--- config.mk ---
export PLATFORM = sky130hd
export DESIGN_NAME = flag_offset_unit
export DESIGN_NICKNAME = d
export VERILOG_FILES = /design/src/rtl/ofs_pkg.sv /design/src/rtl/ofs_mode_ctl.sv /design/src/rtl/ofs_ser_ctl.sv /design/src/rtl/ofs_par_ctl.sv /design/src/rtl/flag_offset_unit.sv
export SDC_FILE = /design/constraint.sdc
export NUM_CORES = 1
export LEC_CHECK = 0
export ABC_AREA = 1
export BUFFER_PORTS_ARGS = -buffer_cell sky130_fd_sc_hd__buf_2
export CAP_MARGIN = 15
export CELL_PAD_IN_SITES_DETAIL_PLACEMENT = 2
export CELL_PAD_IN_SITES_GLOBAL_PLACEMENT = 2
export CORE_MARGIN = 2
export CORE_UTILIZATION = 34
export DETAILED_ROUTE_END_ITERATION = 12
export GPL_TIMING_DRIVEN = 0
export HOLD_SLACK_MARGIN = 0.15
export PLACE_DENSITY = 0.91
export SETUP_SLACK_MARGIN = 0.3
export SLEW_MARGIN = 30
export SYNTH_ARGS = -nofsm -noshare
export SYNTH_HDL_FRONTEND = slang
export SYNTH_HIERARCHICAL = 1
export SYNTH_SLANG_ARGS = --single-unit
--- constraint.sdc ---
create_clock -name clk_i -period 5.7 [get_ports clk_i]
set_clock_uncertainty 0.2 [all_clocks]
set_input_delay 0.57 -clock clk_i [delete_from_list [all_inputs] [get_ports clk_i]]
set_output_delay 0.57 -clock clk_i [all_outputs]
set_load 0.01 [all_outputs]
--- src/rtl/ofs_pkg.sv ---
package ofs_pkg;
  typedef enum logic {
    PROG_PAR = 1'b0,
    PROG_SER = 1'b1
  } prog_mode_e;
endpackage

--- src/rtl/ofs_mode_ctl.sv ---
module ofs_mode_ctl
  import ofs_pkg::*;
#(
  parameter int OFS_W   = 16,
  parameter int DFLT_LO = 127,
  parameter int DFLT_HI = 1023
) (
  input  logic             clk_i,
  input  logic             mrst_i,
  input  logic             prst_i,
  input  logic             ld_i,
  output prog_mode_e       mode_o,
  output logic [OFS_W-1:0] dflt_o
);
  prog_mode_e mode_q;

  // default picked by load select, only consumed while master reset is high
  assign dflt_o = ld_i ? OFS_W'(DFLT_HI) : OFS_W'(DFLT_LO);

  always_ff @(posedge clk_i) begin
    if (mrst_i) mode_q <= ld_i ? PROG_SER : PROG_PAR;
  end

  assign mode_o = mode_q;

  a_r1_par_on_low: assert property (@(posedge clk_i) disable iff (prst_i)
    (mrst_i && !ld_i) |=> (mode_q == PROG_PAR));
  a_r2_ser_on_high: assert property (@(posedge clk_i) disable iff (prst_i)
    (mrst_i && ld_i) |=> (mode_q == PROG_SER));
  a_r4_mode_kept: assert property (@(posedge clk_i) disable iff (mrst_i)
    prst_i |=> $stable(mode_q));
endmodule

--- src/rtl/ofs_ser_ctl.sv ---
module ofs_ser_ctl
  import ofs_pkg::*;
#(
  parameter int NBITS  = 32,
  parameter int SIDX_W = 5
) (
  input  logic              clk_i,
  input  logic              mrst_i,
  input  logic              prst_i,
  input  prog_mode_e        mode_i,
  input  logic              ser_en_i,
  output logic              ser_we_o,
  output logic [SIDX_W-1:0] ser_idx_o
);
  localparam logic [SIDX_W-1:0] LAST = SIDX_W'(NBITS - 1);

  logic [SIDX_W-1:0] idx_q;

  assign ser_we_o  = !mrst_i && !prst_i && (mode_i == PROG_SER) && ser_en_i;
  assign ser_idx_o = idx_q;

  always_ff @(posedge clk_i) begin
    if (mrst_i || prst_i)  idx_q <= '0;
    else if (ser_we_o)     idx_q <= (idx_q == LAST) ? '0 : idx_q + 1'b1;
  end

  a_r5_bit_wrap: assert property (@(posedge clk_i) disable iff (mrst_i)
    (ser_we_o && idx_q == LAST) |=> (idx_q == '0));
  a_r4_bitpos_restart: assert property (@(posedge clk_i) disable iff (mrst_i)
    prst_i |=> (idx_q == '0));
endmodule

--- src/rtl/ofs_par_ctl.sv ---
module ofs_par_ctl
  import ofs_pkg::*;
#(
  parameter int NWORDS = 4,
  parameter int PIDX_W = 2
) (
  input  logic              clk_i,
  input  logic              mrst_i,
  input  logic              prst_i,
  input  prog_mode_e        mode_i,
  input  logic              ld_i,
  input  logic              wr_en_i,
  input  logic              rd_en_i,
  output logic              par_we_o,
  output logic              par_re_o,
  output logic [PIDX_W-1:0] par_idx_o
);
  localparam logic [PIDX_W-1:0] LAST = PIDX_W'(NWORDS - 1);

  logic              access;
  logic [PIDX_W-1:0] idx_q;

  assign access    = !mrst_i && !prst_i && (mode_i == PROG_PAR) && ld_i;
  assign par_we_o  = access && wr_en_i;
  assign par_re_o  = access && rd_en_i;
  assign par_idx_o = idx_q;

  // one step per clock even when write and readback coincide
  always_ff @(posedge clk_i) begin
    if (mrst_i || prst_i)         idx_q <= '0;
    else if (par_we_o || par_re_o) idx_q <= (idx_q == LAST) ? '0 : idx_q + 1'b1;
  end

  a_r7_word_wrap: assert property (@(posedge clk_i) disable iff (mrst_i)
    ((par_we_o || par_re_o) && idx_q == LAST) |=> (idx_q == '0));
  a_r9_ptr_hold: assert property (@(posedge clk_i) disable iff (mrst_i)
    (!ld_i && !prst_i) |=> $stable(idx_q));
endmodule

--- src/rtl/flag_offset_unit.sv ---
module flag_offset_unit
  import ofs_pkg::*;
#(
  parameter int DEPTH   = 65536,
  parameter int BUS_W   = 9,
  parameter int DFLT_LO = 127,
  parameter int DFLT_HI = 1023
) (
  input  logic                       clk_i,
  input  logic                       mrst_i,
  input  logic                       prst_i,
  input  logic                       ld_i,
  input  logic                       ser_en_i,
  input  logic                       ser_bit_i,
  input  logic                       wr_en_i,
  input  logic                       rd_en_i,
  input  logic [BUS_W-1:0]           wr_data_i,
  output logic [$clog2(DEPTH)-1:0]   empty_ofs_o,
  output logic [$clog2(DEPTH)-1:0]   full_ofs_o,
  output logic [BUS_W-1:0]           rd_data_o
);
  localparam int OFS_W  = $clog2(DEPTH);
  localparam int WPO    = (OFS_W + BUS_W - 1) / BUS_W;
  localparam int NWORDS = 2 * WPO;
  localparam int PADW   = WPO * BUS_W;
  localparam int ALLW   = 2 * OFS_W;
  localparam int SIDX_W = $clog2(ALLW);
  localparam int PIDX_W = (NWORDS > 1) ? $clog2(NWORDS) : 1;

  // word k of the packed store {full, empty}, zero-padded above OFS_W
  function automatic logic [BUS_W-1:0] word_get(logic [ALLW-1:0] all, int k);
    logic [OFS_W-1:0] rv;
    logic [PADW-1:0]  pad;
    rv  = OFS_W'(all >> ((k / WPO) * OFS_W));
    pad = PADW'(rv);
    return BUS_W'(pad >> ((k % WPO) * BUS_W));
  endfunction

  // overwrite word k; bus bits past OFS_W fall off
  function automatic logic [ALLW-1:0] word_put(logic [ALLW-1:0] all, int k,
                                                logic [BUS_W-1:0] d);
    logic [OFS_W-1:0] rv;
    logic [PADW-1:0]  pad;
    logic [PADW-1:0]  wm;
    logic [ALLW-1:0]  am;
    rv  = OFS_W'(all >> ((k / WPO) * OFS_W));
    pad = PADW'(rv);
    wm  = PADW'({BUS_W{1'b1}}) << ((k % WPO) * BUS_W);
    pad = (pad & ~wm) | (PADW'(d) << ((k % WPO) * BUS_W));
    am  = ALLW'({OFS_W{1'b1}}) << ((k / WPO) * OFS_W);
    return (all & ~am) | (ALLW'(OFS_W'(pad)) << ((k / WPO) * OFS_W));
  endfunction

  function automatic logic [ALLW-1:0] bit_put(logic [ALLW-1:0] all,
                                               logic [SIDX_W-1:0] i, logic b);
    return (all & ~(ALLW'(1) << i)) | (ALLW'(b) << i);
  endfunction

  prog_mode_e        mode;
  logic [OFS_W-1:0]  dflt;
  logic              ser_we;
  logic [SIDX_W-1:0] ser_idx;
  logic              par_we;
  logic              par_re;
  logic [PIDX_W-1:0] par_idx;
  logic [BUS_W-1:0]  cur_word;
  logic [ALLW-1:0]   ofs_q;
  logic [BUS_W-1:0]  rd_q;

  ofs_mode_ctl #(.OFS_W(OFS_W), .DFLT_LO(DFLT_LO), .DFLT_HI(DFLT_HI)) u_mode (
    .clk_i (clk_i), .mrst_i (mrst_i), .prst_i (prst_i), .ld_i (ld_i),
    .mode_o (mode), .dflt_o (dflt)
  );

  ofs_ser_ctl #(.NBITS(ALLW), .SIDX_W(SIDX_W)) u_ser (
    .clk_i (clk_i), .mrst_i (mrst_i), .prst_i (prst_i), .mode_i (mode),
    .ser_en_i (ser_en_i), .ser_we_o (ser_we), .ser_idx_o (ser_idx)
  );

  ofs_par_ctl #(.NWORDS(NWORDS), .PIDX_W(PIDX_W)) u_par (
    .clk_i (clk_i), .mrst_i (mrst_i), .prst_i (prst_i), .mode_i (mode),
    .ld_i (ld_i), .wr_en_i (wr_en_i), .rd_en_i (rd_en_i),
    .par_we_o (par_we), .par_re_o (par_re), .par_idx_o (par_idx)
  );

  assign cur_word = word_get(ofs_q, int'(par_idx));

  always_ff @(posedge clk_i) begin
    if (mrst_i)      ofs_q <= {dflt, dflt};
    else if (ser_we) ofs_q <= bit_put(ofs_q, ser_idx, ser_bit_i);
    else if (par_we) ofs_q <= word_put(ofs_q, int'(par_idx), wr_data_i);
  end

  // readback samples the slot before this clock's write lands
  always_ff @(posedge clk_i) begin
    if (mrst_i || prst_i) rd_q <= '0;
    else if (par_re)      rd_q <= cur_word;
  end

  assign empty_ofs_o = ofs_q[OFS_W-1:0];
  assign full_ofs_o  = ofs_q[ALLW-1:OFS_W];
  assign rd_data_o   = rd_q;

  a_r5_bit_lands: assert property (@(posedge clk_i) disable iff (mrst_i)
    ser_we |=> (((ofs_q >> $past(ser_idx)) & ALLW'(1)) == ALLW'($past(ser_bit_i))));
  a_r6_no_par_in_ser: assert property (@(posedge clk_i) disable iff (mrst_i)
    (mode == PROG_SER) |-> (!par_we && !par_re));
  a_r10_no_ser_in_par: assert property (@(posedge clk_i) disable iff (mrst_i)
    (mode == PROG_PAR) |-> !ser_we);
  a_r9_store_idle: assert property (@(posedge clk_i) disable iff (mrst_i)
    (!ser_we && !par_we) |=> $stable(ofs_q));
  a_r11_old_word_out: assert property (@(posedge clk_i) disable iff (mrst_i)
    (par_we && par_re) |=> (rd_q == $past(cur_word)));
  a_r12_quiet_in_mrst: assert property (@(posedge clk_i) disable iff (prst_i)
    mrst_i |-> (!ser_we && !par_we && !par_re));
endmodule

==> impl_results.md <==
* Dpl cell area at 4530 sq um
* Non-filler cells in the finished layout at 830
* Share of post-route cells with drive strength above 1 at 0.188
* Antenna violations before repair at 1
* Max Freq at 0.424 GHz
* Slew Viols, Final at 0
* Sequential Area at 1310 sq um
* Setup slack, reg-to-reg at 3340 ps
* Post-synth ARST share at 0
* WL per Instance at 21.6 microns
* Synth Flop Type: edfxtp_1
* Mapped Area at 3980 sq um
* Hold Buf Count CTS at 0
* Final Cell Area at 4720 sq um
* Met3 GRT Util at 0.0518
* Die H at 112 microns
* Post-synth top area share at 0.249
* Fin Hold WS at 275 ps
* Routed Antenna Nets at 0
* Vias in the first global route at 5096
* Worst slack, placed at 2990 ps
* Met1 Usage GRT at 0.331
* Num CTS Buffers at 5
* DR iter-0 viols at 266
* Longest Clk Path Bufs at 2
* Area leader, netlist: edfxtp_1
* Busiest metal layer after global routing: met2
* Cells after Synth at 609
* Total power at 1.01 mW
* Post-synth EDFFs at 33
* Period utilisation layout at 0.414
* Launch point of the worst path: u_mode/mode_o$_DFFE_PP_
* Post-layout util at 0.413
* Max Cap Viol at 0
* Tot GR Track Use at 0.290
* Via count at 4549
* First-pass GRT wire length at 28.0 mm
* Worst skew pair latency at 310 ps
* Ant. Diodes at 0
* Max VDD drop at 122 uV
* GR Util met2 at 0.539
* Multi-input gate area at 2100 sq um
* Nets at 706
* Endpoints failing setup at 0
* Crit Path Class: reg -> reg
* Final WS setup at 3340 ps
* CTS root buf: clkbuf_16
* Wirelength, routed at 17.9 mm
* Synth top area cells: edfxtp_1 (25%), nand2_1 (22%), nand3_1 (8.3%)
* Seq/Total Area, Yosys at 0.330
* Initial Util at 0.348
* CTS tree: yes
* Grt total ovfl at 0
* Max transition margin at 0.520
* Post-Route Setup TNS at 0 ps
* Largest net degree at the start of global routing at 16
* Core area at 11400 sq um
* Fill cells at 1413
* DP HPWL at 13.4 mm
* Worst Path Arrival at 2230 ps
* Synthesized flop and latch total at 49
* Hold Path Class: reg -> reg
* Distinct cells, synth at 31
* Endpoint class of the critical path: register
* Die area at 12600 sq um
* # rows at 39
* # IOs at 58
* Worst-path fanout max at 10
* Die Wd at 112 microns
* Synth Warn # at 6
* DRC errors left at 0
* Fin. Hold Viols at 0
* Crit path required time at 5570 ps
* Vias/cell at 5.48
* Setup Fix Bufs, Post-CTS at 0
* Number of port buffers at 57
* Syn avg cell area at 6.53 sq um
* Layout area overhead at 18.6%
* Leakage at 2.42 nW
* 1st-pass router iterations at 5
* Clk sink count at 49
* Startpoint types: register
* Pwr/cell area at 215 nW/um^2
* Placed Cells at 822
* Clock Pin Slew Worst Setup and Hold Paths at 80 ps
* Post-layout min period at 2360 ps
* GPL Wtd Cong at 0.884
* Slew @ Worst Pin at 712 ps
* RSZ-0062 raised after global routing: no
* Post-cts sizing count at 0
* H-tree depth at 2
* RR Startpoint: u_mode/mode_o$_DFFE_PP_
* Worst R2R Path Depth at 7
* Outcome: finished clean
==> worst min-delay path by stage <==
stage | cells past startpoint | start | end
floorplan | 2 | rd_data_o[7]$_SDFFE_PP0P_ | rd_data_o[7]$_SDFFE_PP0P_
global placement | 2 | rd_data_o[8]$_SDFFE_PP0P_ | rd_data_o[8]$_SDFFE_PP0P_
global route | 2 | rd_data_o[7]$_SDFFE_PP0P_ | rd_data_o[7]$_SDFFE_PP0P_
detailed placement | 2 | rd_data_o[7]$_SDFFE_PP0P_ | rd_data_o[7]$_SDFFE_PP0P_
CTS | 2 | rd_data_o[7]$_SDFFE_PP0P_ | rd_data_o[7]$_SDFFE_PP0P_
finish | 2 | rd_data_o[7]$_SDFFE_PP0P_ | rd_data_o[7]$_SDFFE_PP0P_
==> cell type report <==
type,count,share of cell area
tap,143,0.0379
timing repair buffer,59,0.0660
inverter,81,0.0644
clock buffer,6,0.0318
multi-input combinational,441,0.446
buffer,49,0.0689
clock inverter,2,0.00743
sequential,49,0.278
==> kinds of logic (layout without fill, tap and decap cells) <==
group                      after synthesis  after routing  share of synthesized area
adders and majority gates                3              3                    0.00943
DFF                                     49             49                      0.330
AOI/OAI and AO/OA                       57             57                     0.0947
other                                    2             13                    0.00189
buffers and inverters                  130            197                      0.158
and+or+nand+nor                        368            368                      0.406
==> power by group <==
group	switching (mW)	total, mW	internal [mW]
Sequential	0.0177	0.423	0.406
Clock	0.160	0.394	0.234
Combinational	0.133	0.197	0.0640
==> cells in the mapped netlist (2+ instances only) <==
| cell | instances |
|---|---|
| o21ai_0 | 9 |
| nor2_4 | 6 |
| o211ai_1 | 32 |
| nand3_1 | 66 |
| o21ai_1 | 10 |
| nand2_2 | 2 |
| a21oi_1 | 4 |
| inv_2 | 2 |
| inv_1 | 78 |
| nand2_1 | 238 |
| buf_1 | 3 |
| edfxtp_1 | 33 |
| buf_2 | 12 |
| or2_2 | 2 |
| buf_6 | 5 |
| nand4_1 | 24 |
| nor2_2 | 3 |
| dfxtp_1 | 16 |
| buf_4 | 22 |
| nor2_1 | 24 |
| clkbuf_1 | 5 |
| ha_1 | 3 |
| conb_1 | 2 |
==> critical path, stage by stage (launching register included) <==
cell	delay (ps)
edfxtp_1	470
nand2_4	180
nor2_8	60
buf_4	180
buf_4	200
nor2_1	340
o21ai_4	250
buf_6	220
==> per-layer routing <==
layer / share of wire / vias to the layer above
li1: - / 2097
met1: 0.41 / 2267
met2: 0.52 / 143
met3: 0.041 / 42
met4: 0.024 / 0
met5: 0 / -
==> placed cells by master, fill, tap and decap left out <==
| cell type | Yosys | routed |
|---|---|---|
| a21oi_1 | 4 | 4 |
| dfxtp_1 | 16 | 16 |
| nand2_4 | 1 | 1 |
| o21ai_1 | 10 | 10 |
| clkbuf_2 | 1 | 1 |
| nor2_1 | 24 | 24 |
| nor2_2 | 3 | 3 |
| nand3_1 | 66 | 66 |
| buf_4 | 22 | 22 |
| nor3_2 | 1 | 1 |
| nor2_4 | 6 | 6 |
| buf_2 | 12 | 69 |
| o211ai_1 | 32 | 32 |
| nand2_1 | 238 | 238 |
| buf_6 | 5 | 6 |
| nand4_1 | 24 | 24 |
| buf_1 | 3 | 3 |
| buf_8 | 0 | 1 |
| o21ai_4 | 0 | 2 |
| o21ai_2 | 1 | 1 |
| clkbuf_16 | 0 | 6 |
| nand2_2 | 2 | 2 |
| clkinv_2 | 0 | 1 |
| nor2_8 | 1 | 1 |
| bufinv_16 | 0 | 1 |
| o21ai_0 | 9 | 7 |
| ha_1 | 3 | 3 |
| clkinv_1 | 1 | 1 |
| clkbuf_1 | 5 | 5 |
| o211ai_2 | 1 | 1 |
| dlygate4sd1_1 | 1 | 1 |
| inv_2 | 2 | 2 |
| conb_1 | 2 | 13 |
| edfxtp_1 | 33 | 33 |
| inv_1 | 78 | 78 |
| or2_2 | 2 | 2 |
Note: power is estimated with default switching activity, not from simulation.
